==> src/rtl/dma_src_pkg.sv <==
package dma_src_pkg;
  typedef enum logic [1:0] {
    SRC_FIXED = 2'b00,
    SRC_UP    = 2'b01,
    SRC_DOWN  = 2'b10,
    SRC_RSVD  = 2'b11
  } src_mode_e;

  typedef enum logic [1:0] {
    UNIT_B8   = 2'b00,
    UNIT_B16  = 2'b01,
    UNIT_B32  = 2'b10,
    UNIT_B128 = 2'b11
  } unit_e;

  // log2 of the byte count moved per unit
  function automatic logic [2:0] unit_shift(input unit_e u);
    case (u)
      UNIT_B8:   unit_shift = 3'd0;
      UNIT_B16:  unit_shift = 3'd1;
      UNIT_B32:  unit_shift = 3'd2;
      default:   unit_shift = 3'd4;
    endcase
  endfunction
endpackage

==> src/rtl/dma_src_step_dec.sv <==
module dma_src_step_dec
  import dma_src_pkg::*;
#(
  parameter int ADDR_W = 32
) (
  input  logic [1:0]        mode,
  input  logic [1:0]        unit,
  input  logic              single,
  input  logic              ack_src,
  output logic [ADDR_W-1:0] delta,
  output logic              bypass,
  output logic              illegal
);
  localparam int SH_W = 3;

  logic [ADDR_W-1:0] mag;
  logic [SH_W-1:0]   sh;
  src_mode_e         m;
  unit_e             u;

  assign m  = src_mode_e'(mode);
  assign u  = unit_e'(unit);
  assign sh = unit_shift(u);
  assign mag = {{(ADDR_W-1){1'b0}}, 1'b1} << sh;

  // no source address is driven for an acknowledge-device source in single mode
  assign bypass = single & ack_src;

  always_comb begin
    delta   = '0;
    illegal = 1'b0;
    case (m)
      SRC_FIXED: delta = '0;
      SRC_UP:    delta = mag;
      SRC_DOWN: begin
        if (u == UNIT_B128) illegal = 1'b1;
        else                delta   = ~mag + 1'b1;
      end
      default:   illegal = 1'b1;
    endcase
  end
endmodule

==> src/rtl/dma_src_addr_reg.sv <==
module dma_src_addr_reg #(
  parameter int ADDR_W = 32
) (
  input  logic              clk,
  input  logic              rst,
  input  logic              load,
  input  logic [ADDR_W-1:0] load_val,
  input  logic              step,
  input  logic [ADDR_W-1:0] delta,
  output logic [ADDR_W-1:0] addr
);
  always_ff @(posedge clk) begin
    if (rst)       addr <= '0;
    else if (load) addr <= load_val;
    else if (step) addr <= addr + delta;
  end
endmodule

==> src/rtl/dma_src_err_flag.sv <==
module dma_src_err_flag (
  input  logic clk,
  input  logic rst,
  input  logic set,
  output logic flag
);
  always_ff @(posedge clk) begin
    if (rst)      flag <= 1'b0;
    else if (set) flag <= 1'b1;
  end
endmodule

==> src/rtl/dma_src_addr_stepper.sv <==
module dma_src_addr_stepper #(
  parameter int ADDR_W = 32
) (
  input  logic              clk,
  input  logic              rst,
  input  logic [1:0]        mode_i,
  input  logic [1:0]        unit_i,
  input  logic              single_i,
  input  logic              ack_src_i,
  input  logic              load_i,
  input  logic [ADDR_W-1:0] load_addr_i,
  input  logic              done_i,
  output logic [ADDR_W-1:0] addr_o,
  output logic              err_o
);
  logic [ADDR_W-1:0] delta;
  logic              bypass;
  logic              illegal;
  logic              live;

  dma_src_step_dec #(.ADDR_W(ADDR_W)) u_dec (
    .mode    (mode_i),
    .unit    (unit_i),
    .single  (single_i),
    .ack_src (ack_src_i),
    .delta   (delta),
    .bypass  (bypass),
    .illegal (illegal)
  );

  // a done strobe that is not overridden by a load and not bypassed
  assign live = done_i & ~load_i & ~bypass;

  dma_src_addr_reg #(.ADDR_W(ADDR_W)) u_addr (
    .clk      (clk),
    .rst      (rst),
    .load     (load_i),
    .load_val (load_addr_i),
    .step     (live & ~illegal),
    .delta    (delta),
    .addr     (addr_o)
  );

  dma_src_err_flag u_err (
    .clk  (clk),
    .rst  (rst),
    .set  (live & illegal),
    .flag (err_o)
  );
endmodule

==> config.mk <==
export PLATFORM = sky130hd
export DESIGN_NAME = dma_src_addr_stepper
export DESIGN_NICKNAME = d
export VERILOG_FILES = /design/src/rtl/dma_src_pkg.sv /design/src/rtl/dma_src_step_dec.sv /design/src/rtl/dma_src_addr_reg.sv /design/src/rtl/dma_src_err_flag.sv /design/src/rtl/dma_src_addr_stepper.sv
export SDC_FILE = /design/constraint.sdc
export NUM_CORES = 1
export LEC_CHECK = 0
export BUFFER_PORTS_ARGS = -buffer_cell sky130_fd_sc_hd__buf_2
export CAP_MARGIN = 40
export CORE_MARGIN = 2
export CORE_UTILIZATION = 55
export DETAILED_ROUTE_END_ITERATION = 7
export PLACE_DENSITY = 0.83
export SYNTH_ARGS = -nofsm -noshare
export SYNTH_HDL_FRONTEND = slang
export SYNTH_HIERARCHICAL = 1
export SYNTH_SLANG_ARGS = --single-unit
==> constraint.sdc <==
create_clock -name clk -period 6.8 [get_ports clk]
set_input_delay 1.02 -clock clk [delete_from_list [all_inputs] [get_ports clk]]
set_output_delay 1.02 -clock clk [all_outputs]
set_load 0.1 [all_outputs]
# Word level (Yosys, flattened, before mapping)
# Index checks and enable logic that the tools add are counted.
# word_totals
register_bits	33
output_inout_bits	33
in_bits	42
word_cells	30
# op_classes
n_reduce_logical	4
bitwise_logic	9
mux	7
n_addsub	2
n_shift	1
n_eq_ne	5
# op_table
operator	count
32-bit two-way mux	3
32-bit case mux with 2 select lines	1
32-bit by 1-bit adder with 32-bit output (second input constant)	1
32-bit adder	1
32-bit inverter	1
1-bit by 3-bit left shift with 32-bit output (first input constant)	1
3-bit case mux with 3 select lines	1
2-bit equality test (second input constant)	3
1-bit AND	5
2-bit by 1-bit equality test with 1-bit output (second input constant)	2
2-bit logical NOT	2
1-bit inverter	3
1-bit case mux with 2 select lines	1
2-bit nonzero test	1
2-bit OR reduction	1
1-bit two-way mux	1

# Depth between registers and ports, before layout
# Gate-level depths: netlist of run 1.
# logic_depth
word_depth	10
ltp_mapped	14
depth_no_buf	13

# Modules after synthesis
# Netlist of run 1, hierarchy kept.
# by_module_without_submodules
mod	seq_area_each_um2	area_per_inst_um2	instances	cells_each
dma_src_addr_reg	640.6	3323.2	1	447
dma_src_step_dec	0.0	331.6	1	45
dma_src_err_flag	20.0	30.0	1	2
dma_src_addr_stepper	0.0	27.5	1	2

# Worst setup path after synthesis of run 1
# OpenSTA, ideal clock, no wires.
# synth_timing
path_kind	input -> register
startpoint	in mode_i[0]
endpoint	reg u_addr.addr[24]
cell_stages	14
path_slack_ps	2895
arrival_time_ps	3784
required_time_ps	6678
n_path_buf	2
setup_time_ps	122
cell_sequence	inv_1 ha_1 a21oi_2 and2_1 buf_4 ha_1 buf_2 a21oi_1 o21ai_0 a211oi_1 a21oi_1 a21oi_1 a21oi_1 a221o_1
# synth_between
elab_cells_between_ends	12
cone_classes	1 x add/sub; 2 x eq/ne; 4 x mux; 2 x bitwise; 3 x reduce/logical
# synth_rtl
element	line	source
start, declared	dma_src_addr_stepper.sv:6	input logic [1:0] mode_i,
2-bit equality test or 2-bit by 1-bit equality test with 1-bit output (tied branches)	dma_src_step_dec.sv:32	case (m)
32-bit case mux with 2 select lines *	dma_src_step_dec.sv:32	
via delta[8]	dma_src_addr_stepper.sv:16	logic [ADDR_W-1:0] delta;
32-bit adder *	dma_src_addr_reg.sv:15	else if (step) addr <= addr + delta;
32-bit two-way mux *	dma_src_addr_reg.sv:15	
32-bit two-way mux *	dma_src_addr_reg.sv:14	else if (load) addr <= load_val;
end signal, assigned	dma_src_addr_reg.sv:14	
end signal, assigned	dma_src_addr_reg.sv:15	
end, declared	dma_src_addr_reg.sv:10	output logic [ADDR_W-1:0] addr
# Mark *: on every way through the listed nets, which the timed path passes. The rest lies on a longest branch. The select of a mux whose other input is x is not followed.
# A chain may end at the register's enable or synchronous reset.

# Worst setup path after layout of run 1
# layout_timing
startpoint	in mode_i[0]
endpoint	reg u_addr.addr[23]
# layout_between
elab_chain_len	6
elab_cells_between_ends	12
cone_classes	1 x add/sub; 2 x eq/ne; 4 x mux; 2 x bitwise; 3 x reduce/logical
# layout_lines
element	line	source
2-bit by 1-bit equality test with 1-bit output or 2-bit logical NOT (tied branches)	dma_src_step_dec.sv:32	
2-bit OR reduction (no line)	--	
1-bit case mux with 2 select lines *	dma_src_step_dec.sv:32	
via illegal	dma_src_addr_stepper.sv:18	logic illegal;
1-bit inverter *	dma_src_addr_stepper.sv:39	.step (live & ~illegal),
1-bit AND *	dma_src_addr_stepper.sv:39	
2-bit nonzero test (no line) *	--	
# Marked as above.

==> results of run 1 <==
## flip-flops by register name, indices dropped and copies added, names as in the netlist
name and flops:
u_err/flag 1, u_addr/addr 32
## cells by family (layout without fill, tap and decap cells)
logic type,Yosys count,after routing
muxes,9,9
and+or+nand+nor,164,164
adders and majority gates,35,35
buffers and inverters,66,99
xor gates and xnor gates,22,22
AOI/OAI and AO/OA,167,167
DFF,33,33
## cells in the mapped netlist (3+ instances only)
cell type	n
a21oi_1	55
nor2_1	44
nand2_1	43
ha_1	34
dfxtp_1	33
buf_4	23
o21ai_0	22
and3_1	16
inv_1	16
clkbuf_1	15
a21o_1	14
xor2_1	14
nand4_1	12
a211oi_1	11
nor3_1	10
and2_1	9
mux2i_1	9
xnor2_1	8
nand3_1	7
o22ai_1	7
a31oi_1	6
buf_2	6
a21oi_2	5
buf_1	5
nor4_1	5
or3_1	5
a221oi_1	4
o21bai_1	4
nand2b_1	3
o211ai_1	3
## cells in the final DEF, fill, tap and decap left out, types with 3 or more instances in the layout
cell type	Yosys	routed
mux2i_1	9	9
clkbuf_8	0	6
nand2b_1	3	3
dfxtp_1	33	33
nor2_1	44	44
o22ai_1	7	7
a31oi_1	6	6
and2_1	9	9
nor3_1	10	10
or3_1	5	5
o211ai_1	3	3
a21oi_1	55	55
xor2_1	14	14
nand2_1	43	43
ha_1	34	34
nand3_1	7	7
o21bai_1	4	4
o21ai_0	22	22
buf_2	6	74
a21oi_2	5	5
a21o_1	14	14
nor4_1	5	5
nand4_1	12	12
inv_1	16	16
a221oi_1	4	4
and3_1	16	16
a211oi_1	11	11
xnor2_1	8	8
## power by group through the flow
stage | clock network, W | registers (W) | logic [W]
floorplan | 0 | 0.000318 | 0.000138
global placement | 0 | 0.000222 | 0.000283
detailed placement | 0 | 0.000223 | 0.000287
CTS | 0.000161 | 0.000218 | 0.000288
global route | 0.000167 | 0.000220 | 0.000310
finish | 0.000158 | 0.000218 | 0.000291
## through the flow
step                       util  area [um^2]
final                     0.624         4010
after global routing      0.624         4010
after CTS                 0.624         4010
after detailed placement  0.611         3920
after global placement    0.608         3910
after floorplan               -         3710
## routing by layer
metal | global-route usage | vias to the layer above | share of wire | routed length, um
met5 | 0 | - | 0 | 0
met4 | 0.0837 | 0 | 0.020 | 220
met3 | 0.0452 | 25 | 0.074 | 809
met2 | 0.456 | 172 | 0.43 | 4720
met1 | 0.416 | 1798 | 0.47 | 5130
li1 | - | 1884 | - | -
## critical path: cells and delay by family
kind            cells  cell delay [ps]
buf+inv             4              950
fa+ha+maj           1              290
compound gates      1              260
simple gates        5             2140
## worst max-delay path by stage
stage | start | endpoint | cells past startpoint
finish | mode_i[0] | u_addr/addr[23] | 11
floorplan | mode_i[0] | u_addr/addr[24] | 14
detailed placement | mode_i[0] | u_addr/addr[23] | 11
global placement | mode_i[0] | u_addr/addr[28] | 13
global route | mode_i[0] | u_addr/addr[23] | 11
CTS | mode_i[0] | u_addr/addr[23] | 11
## cell type report
class                           count  area (um^2)  area share
Multi-Input combinational cell    397         2710       0.677
Sequential cell                    33          661       0.165
Timing Repair Buffer               76          393      0.0980
Tap cell                           77         96.3      0.0240
Clock buffer                        7         86.3      0.0215
Inverter                           16         60.1      0.0150
==> reports/qor.csv, run 1 <==
stage,metric,value,unit
run_status,status,"complete, no violations",
yosys,yosys_warnings,6,
timing,setup_ws,2360,ps
min_path,hp-class,flip-flop to flip-flop,
power_and_ir_drop,p_leak,1.93,nW
power_and_ir_drop,p_switching,0.000303,W
floorplan,ios,75,
final_layout,final_cells,606,
timing,skew,4.68,ps
power_and_ir_drop,intPower,0.000365,W
yosys,ys_seq_elements,33,
critical_path,slowest_stage,nor2_1,
cts,htreeDepth,2,
cts,root_buffer,clkbuf_8,
cts,clkTransAtPathRegs,70,ps
yosys,syn_nets,573,
yosys,synth-simple-area-share,0.219,
timing,finalCriticalPeriod,4440,ps
power_and_ir_drop,peakVddDrop,0.0913,mV
grt,overflow,0,
cts,cts.sinks,33,
timing,rsz0062_at_grt,false,
final_layout,drive_gt1_frac,0.193,
yosys,synth_top_family_by_area,compound AO/OA/AOI/OAI gates,
place,dp_slack,2110,ps
route,drc,0,
critical_path,worst_ep_required_time,7040,ps
route,drtPass1Iterations,4,
cts,cts_made_buffers,5,
timing,drv_slew,0,
run,cap_violations,0,
route,num_vias,3879,
timing,worst_slew_pin_slew,836,ps
cts,cts_tree,yes,
grt,grt_max_degree,40,
timing,setup_violations,0,
yosys,synth_largest_area_cell,dfxtp_1,
cts,clk_latency,290,ps
yosys,synthFlopType,dfxtp_1,
yosys,yosys.area.top_type_share,0.178,
final_layout,synthToLayoutAreaGrowth,7.95,%
min_path,hold_depth,1,
yosys,syn_avg_cell_area,7.48,um^2
yosys,synth_compound_area_frac,0.312,
final_layout,final_nets,606,
yosys,syn_inst,496,
grt,grt_pass1_wl,17.5,mm
timing,clock.fmax,225,MHz
critical_path,critPathCaptureType,flip-flop,
route,viasPerCell,6.40,
yosys,synth_xor_area_frac,0.0519,
place,place_congestion,0.998,
place,dp_hpwl,8.03,mm
critical_path,critPathMaxFanout,25,
min_path,hp-start,u_err/flag,
yosys,synth_edf_count,0,
cts,cts_resized,0,
final_layout,n_antenna_cell,0,
floorplan,die_area,7420,um^2
power_and_ir_drop,swShare,0.453,
grt,track_usage,0.292,
grt,antenna_found_initial,0,
cts,clock_path_buffers,2,
power_and_ir_drop,p_seq_frac,0.327,
grt,grt_pass1_vias,3579,
yosys,async_reset_ff_frac,0,
min_path,holdPathEnd,u_err/flag,
floorplan,start_util,0.578,
yosys,synthAdderAreaFrac,0.120,
yosys,synth_area,3710,um^2
yosys,synthTopCellsByArea,"dfxtp_1 (18%), ha_1 (11%), a21oi_1 (7.4%)",
critical_path,r2r_cells,9,
critical_path,slowest_delay,720,ps
yosys,synthDistinctLibCells,64,
cts,hold_buffers,0,
power_and_ir_drop,clock_power_share,0.236,
critical_path,path_class,primary input to flip-flop,
yosys,seq_area_frac_synth,0.178,
place,dp.cells,599,
route,wirelength,10.9,mm
floorplan,die-height,86.2,um
critical_path,arrival,4680,ps
route,drt_iter0_drc,352,
place,numPortBuffers,74,
yosys,synthMuxAreaShare,0.0243,
floorplan,core_area,6420,um^2
power_and_ir_drop,power.total,0.000667,W
timing,tns,0,ps
final_layout,nFillCells,600,
critical_path,cp-start-kind,primary input,
critical_path,r2r-start,u_addr/addr[0],
critical_path,worstPathCellList,buf_2 -> inv_1 -> ha_1 -> a31o_2 -> nor4b_4 -> buf_4 -> inv_1 -> nor2_1 -> nand2_1 -> or4_1 -> nand3_1,
route,ant_nets,0,
route,wl_per_cell,17.9,um
critical_path,r2r_end,u_addr/addr[14],
cts,post-cts-setup-buffers,0,
floorplan,die_w,86.2,um
critical_path,critPathMostFrequentCell,inv_1,
timing,finalCritPeriodShare,0.653,
floorplan,rows,29,
timing,slew_headroom,0.442,
critical_path,reg2reg_slack,3970,ps
timing,finalHoldViolCount,0,
power_and_ir_drop,power_density,167,nW/um^2
timing,holdWs,484,ps
power_and_ir_drop,p_comb_frac,0.436,
Power figures use the tool's default switching activity.
==> run 2: changes to the inputs <==
--- a/config.mk
+++ b/config.mk
@@ -5,12 +5,13 @@
 export SDC_FILE = /design/constraint.sdc
 export NUM_CORES = 1
 export LEC_CHECK = 0
+export ABC_AREA = 1
 export BUFFER_PORTS_ARGS = -buffer_cell sky130_fd_sc_hd__buf_2
 export CAP_MARGIN = 40
 export CORE_MARGIN = 2
 export CORE_UTILIZATION = 55
 export DETAILED_ROUTE_END_ITERATION = 7
-export PLACE_DENSITY = 0.83
+export PLACE_DENSITY = 0.82
 export SYNTH_ARGS = -nofsm -noshare
 export SYNTH_HDL_FRONTEND = slang
 export SYNTH_HIERARCHICAL = 1
==> constraint.sdc (replaced) <==
create_clock -name clk -period 4.35 [get_ports clk]
set_input_delay 0.6525 -clock clk [delete_from_list [all_inputs] [get_ports clk]]
set_output_delay 0.6525 -clock clk [all_outputs]
set_load 0.1 [all_outputs]
==> run 2 against run 1 <==
  * Synthesized area grew 7.2%
  * Clock skew grew 3.4 ps
  * Largest power group unchanged
  * Critical path type unchanged
  * Via count grew 13%
  * Highest routed layer unchanged
==> reports/qor.csv, run 2 <==
stage,metric,value,unit
critical_path,critPathMaxFanout,11,
yosys,synth_top_family_by_area,simple AND/OR/NAND/NOR gates,
timing,skew,8.04,ps
critical_path,reg2reg_slack,2300,ps
critical_path,setup.worst_path.start,mode_i[0],
min_path,hp-class,flip-flop to flip-flop,
run,cap_violations,0,
route,ant_nets,0,
floorplan,start_util,0.558,
yosys,seq_area_frac_synth,0.166,
place,place_congestion,0.955,
power_and_ir_drop,power_density,217,nW/um^2
grt,grt_pass1_vias,3901,
yosys,synth_compound_area_frac,0.131,
route,viasPerCell,5.14,
route,drt_iter0_drc,280,
critical_path,r2r-start,u_addr/addr[0],
timing,tns,0,ps
critical_path,worst_ep_required_time,4570,ps
timing,finalCriticalPeriod,3110,ps
place,dp_hpwl,9.02,mm
yosys,synth-simple-area-share,0.379,
floorplan,ios,75,
grt,grt_pass1_wl,18.0,mm
timing,holdWs,490,ps
cts,clock_path_buffers,2,
grt,overflow,0,
min_path,hp-start,u_err/flag,
timing,rsz0062_at_grt,false,
grt,grt_max_degree,36,
critical_path,arrival,3330,ps
final_layout,synthToLayoutAreaGrowth,9.49,%
yosys,synth_largest_area_cell,nand2_1,
yosys,synthMuxAreaShare,0,
final_layout,seq_area,661,um^2
cts,hold_buffers,0,
place,numPortBuffers,74,
yosys,synth_edf_count,0,
route,num_vias,4386,
critical_path,path_class,primary input to flip-flop,
timing,clock.fmax,321,MHz
final_layout,drive_gt1_frac,0.138,
yosys,synthAdderAreaFrac,0.112,
critical_path,critPathCaptureType,flip-flop,
floorplan,die_area,7930,um^2
final_layout,final_nets,831,
cts,clk_latency,300,ps
floorplan,die_w,89.1,um
yosys,synth_xor_area_frac,0.0264,
route,drc,0,
yosys,synthDistinctLibCells,31,
cts,root_buffer,clkbuf_8,
yosys,synth_area,3980,um^2
power_and_ir_drop,peakVddDrop,0.115,mV
yosys,yosys-top-cells-count,"nand2_1 (253), inv_1 (134), nor2_1 (50)",
timing,setup_violations,0,
yosys,yosys.area.top_type_share,0.239,
yosys,synthFlopType,dfxtp_1,
cts,cts.sinks,33,
floorplan,core_area,7140,um^2
final_layout,largest_reg_flops,32,
cts,post-cts-setup-buffers,0,
power_and_ir_drop,p_leak,2.69,nW
final_layout,final_cell_mix,"nand2_1 (253), inv_1 (134), buf_2 (74)",
floorplan,die-height,89.1,um
cts,cts_resized,0,
cts,clkTransAtPathRegs,80,ps
critical_path,cp-start-kind,primary input,
cts,cts_tree,yes,
floorplan,rows,31,
yosys,syn_nets,781,
cts,cts_made_buffers,5,
yosys,syn_avg_cell_area,5.65,um^2
yosys,syn_inst,704,
timing,finalCritPeriodShare,0.716,
final_layout,reg_top3,"u_addr/addr x32, u_err/flag x1",
route,wirelength,11.3,mm
final_layout,max_flop_register,u_addr/addr,
yosys,synthTopCellsByArea,"nand2_1 (24%), dfxtp_1 (17%), inv_1 (13%)",
final_layout,multiInputGateArea,2590,um^2
route,wl_per_cell,13.2,um
timing,finalHoldViolCount,0,
final_layout,layout_commonest_cell,nand2_1,
yosys,yosys_warnings,6,
timing,drv_slew,0,
final_layout,nFillCells,793,
yosys,yosysMostFrequentCell,nand2_1,
power_and_ir_drop,power.total,0.000947,W
yosys,async_reset_ff_frac,0,
grt,antenna_found_initial,0,
route,drtPass1Iterations,5,
run_status,status,"complete, no violations",
timing,slew_headroom,0.523,
cts,htreeDepth,2,
yosys,ys_seq_elements,33,
grt,track_usage,0.294,
final_layout,n_antenna_cell,0,
timing,worst_slew_pin_slew,716,ps
## run 2: cells by family (layout without fill, tap and decap cells)
group           Yosys count  after routing
xor+xnor                 12             12
fa+ha+maj                35             35
buf+inv                 170            221
simple gates            368            368
flops                    33             33
compound gates           86             86
## run 2: metrics by stage
step	setup WS (ps)	instance area [um^2]	std cells	util
after global placement	992	4280	846	0.599
after global routing	947	4360	854	0.611
after detailed placement	942	4280	846	0.599
after CTS	1260	4360	854	0.611
final	1240	4360	854	0.611
after floorplan	1450	3980	704	-
## run 2: final timing paths
kind                                   endpoint  cells after the start
worst max-delay path            u_addr/addr[31]                     19
worst min-delay path                 u_err/flag                      2
worst max register to register  u_addr/addr[20]                     10
worst min register to register       u_err/flag                      2
## run 2: worst max-delay path, cell delays in order
cell,delay (ps)
buf_2,100
inv_1,40
ha_1,320
inv_1,80
nand3_2,150
inv_1,370
buf_4,290
ha_1,300
nand2_1,150
inv_1,50
nand2_1,60
nand2_1,70
inv_1,60
nand2_1,70
a21oi_1,170
nand2_1,70
nand2_1,60
nand3_1,70
a21oi_1,180
## run 2: area by class of cell
class / instances / area share
timing repair buffer: 78 / 0.0919
sequential: 33 / 0.152
inverter: 135 / 0.116
tap: 99 / 0.0284
clock buffer: 8 / 0.0184
multi-input combinational: 501 / 0.593
## run 2: where the power goes
part           switching [W]  internal (W)  leakage [nW]
clock network       0.000126      0.000114        0.0395
registers          0.0000162      0.000321         0.272
logic               0.000275     0.0000955          2.38
total               0.000417      0.000530          2.69
## run 2: routing by layer
layer	vias up	global-route usage	part of all wire
met5	-	0	0
met4	0	0.0963	0.023
met3	22	0.0332	0.064
met2	156	0.472	0.44
met1	1939	0.410	0.47
li1	2269	-	-
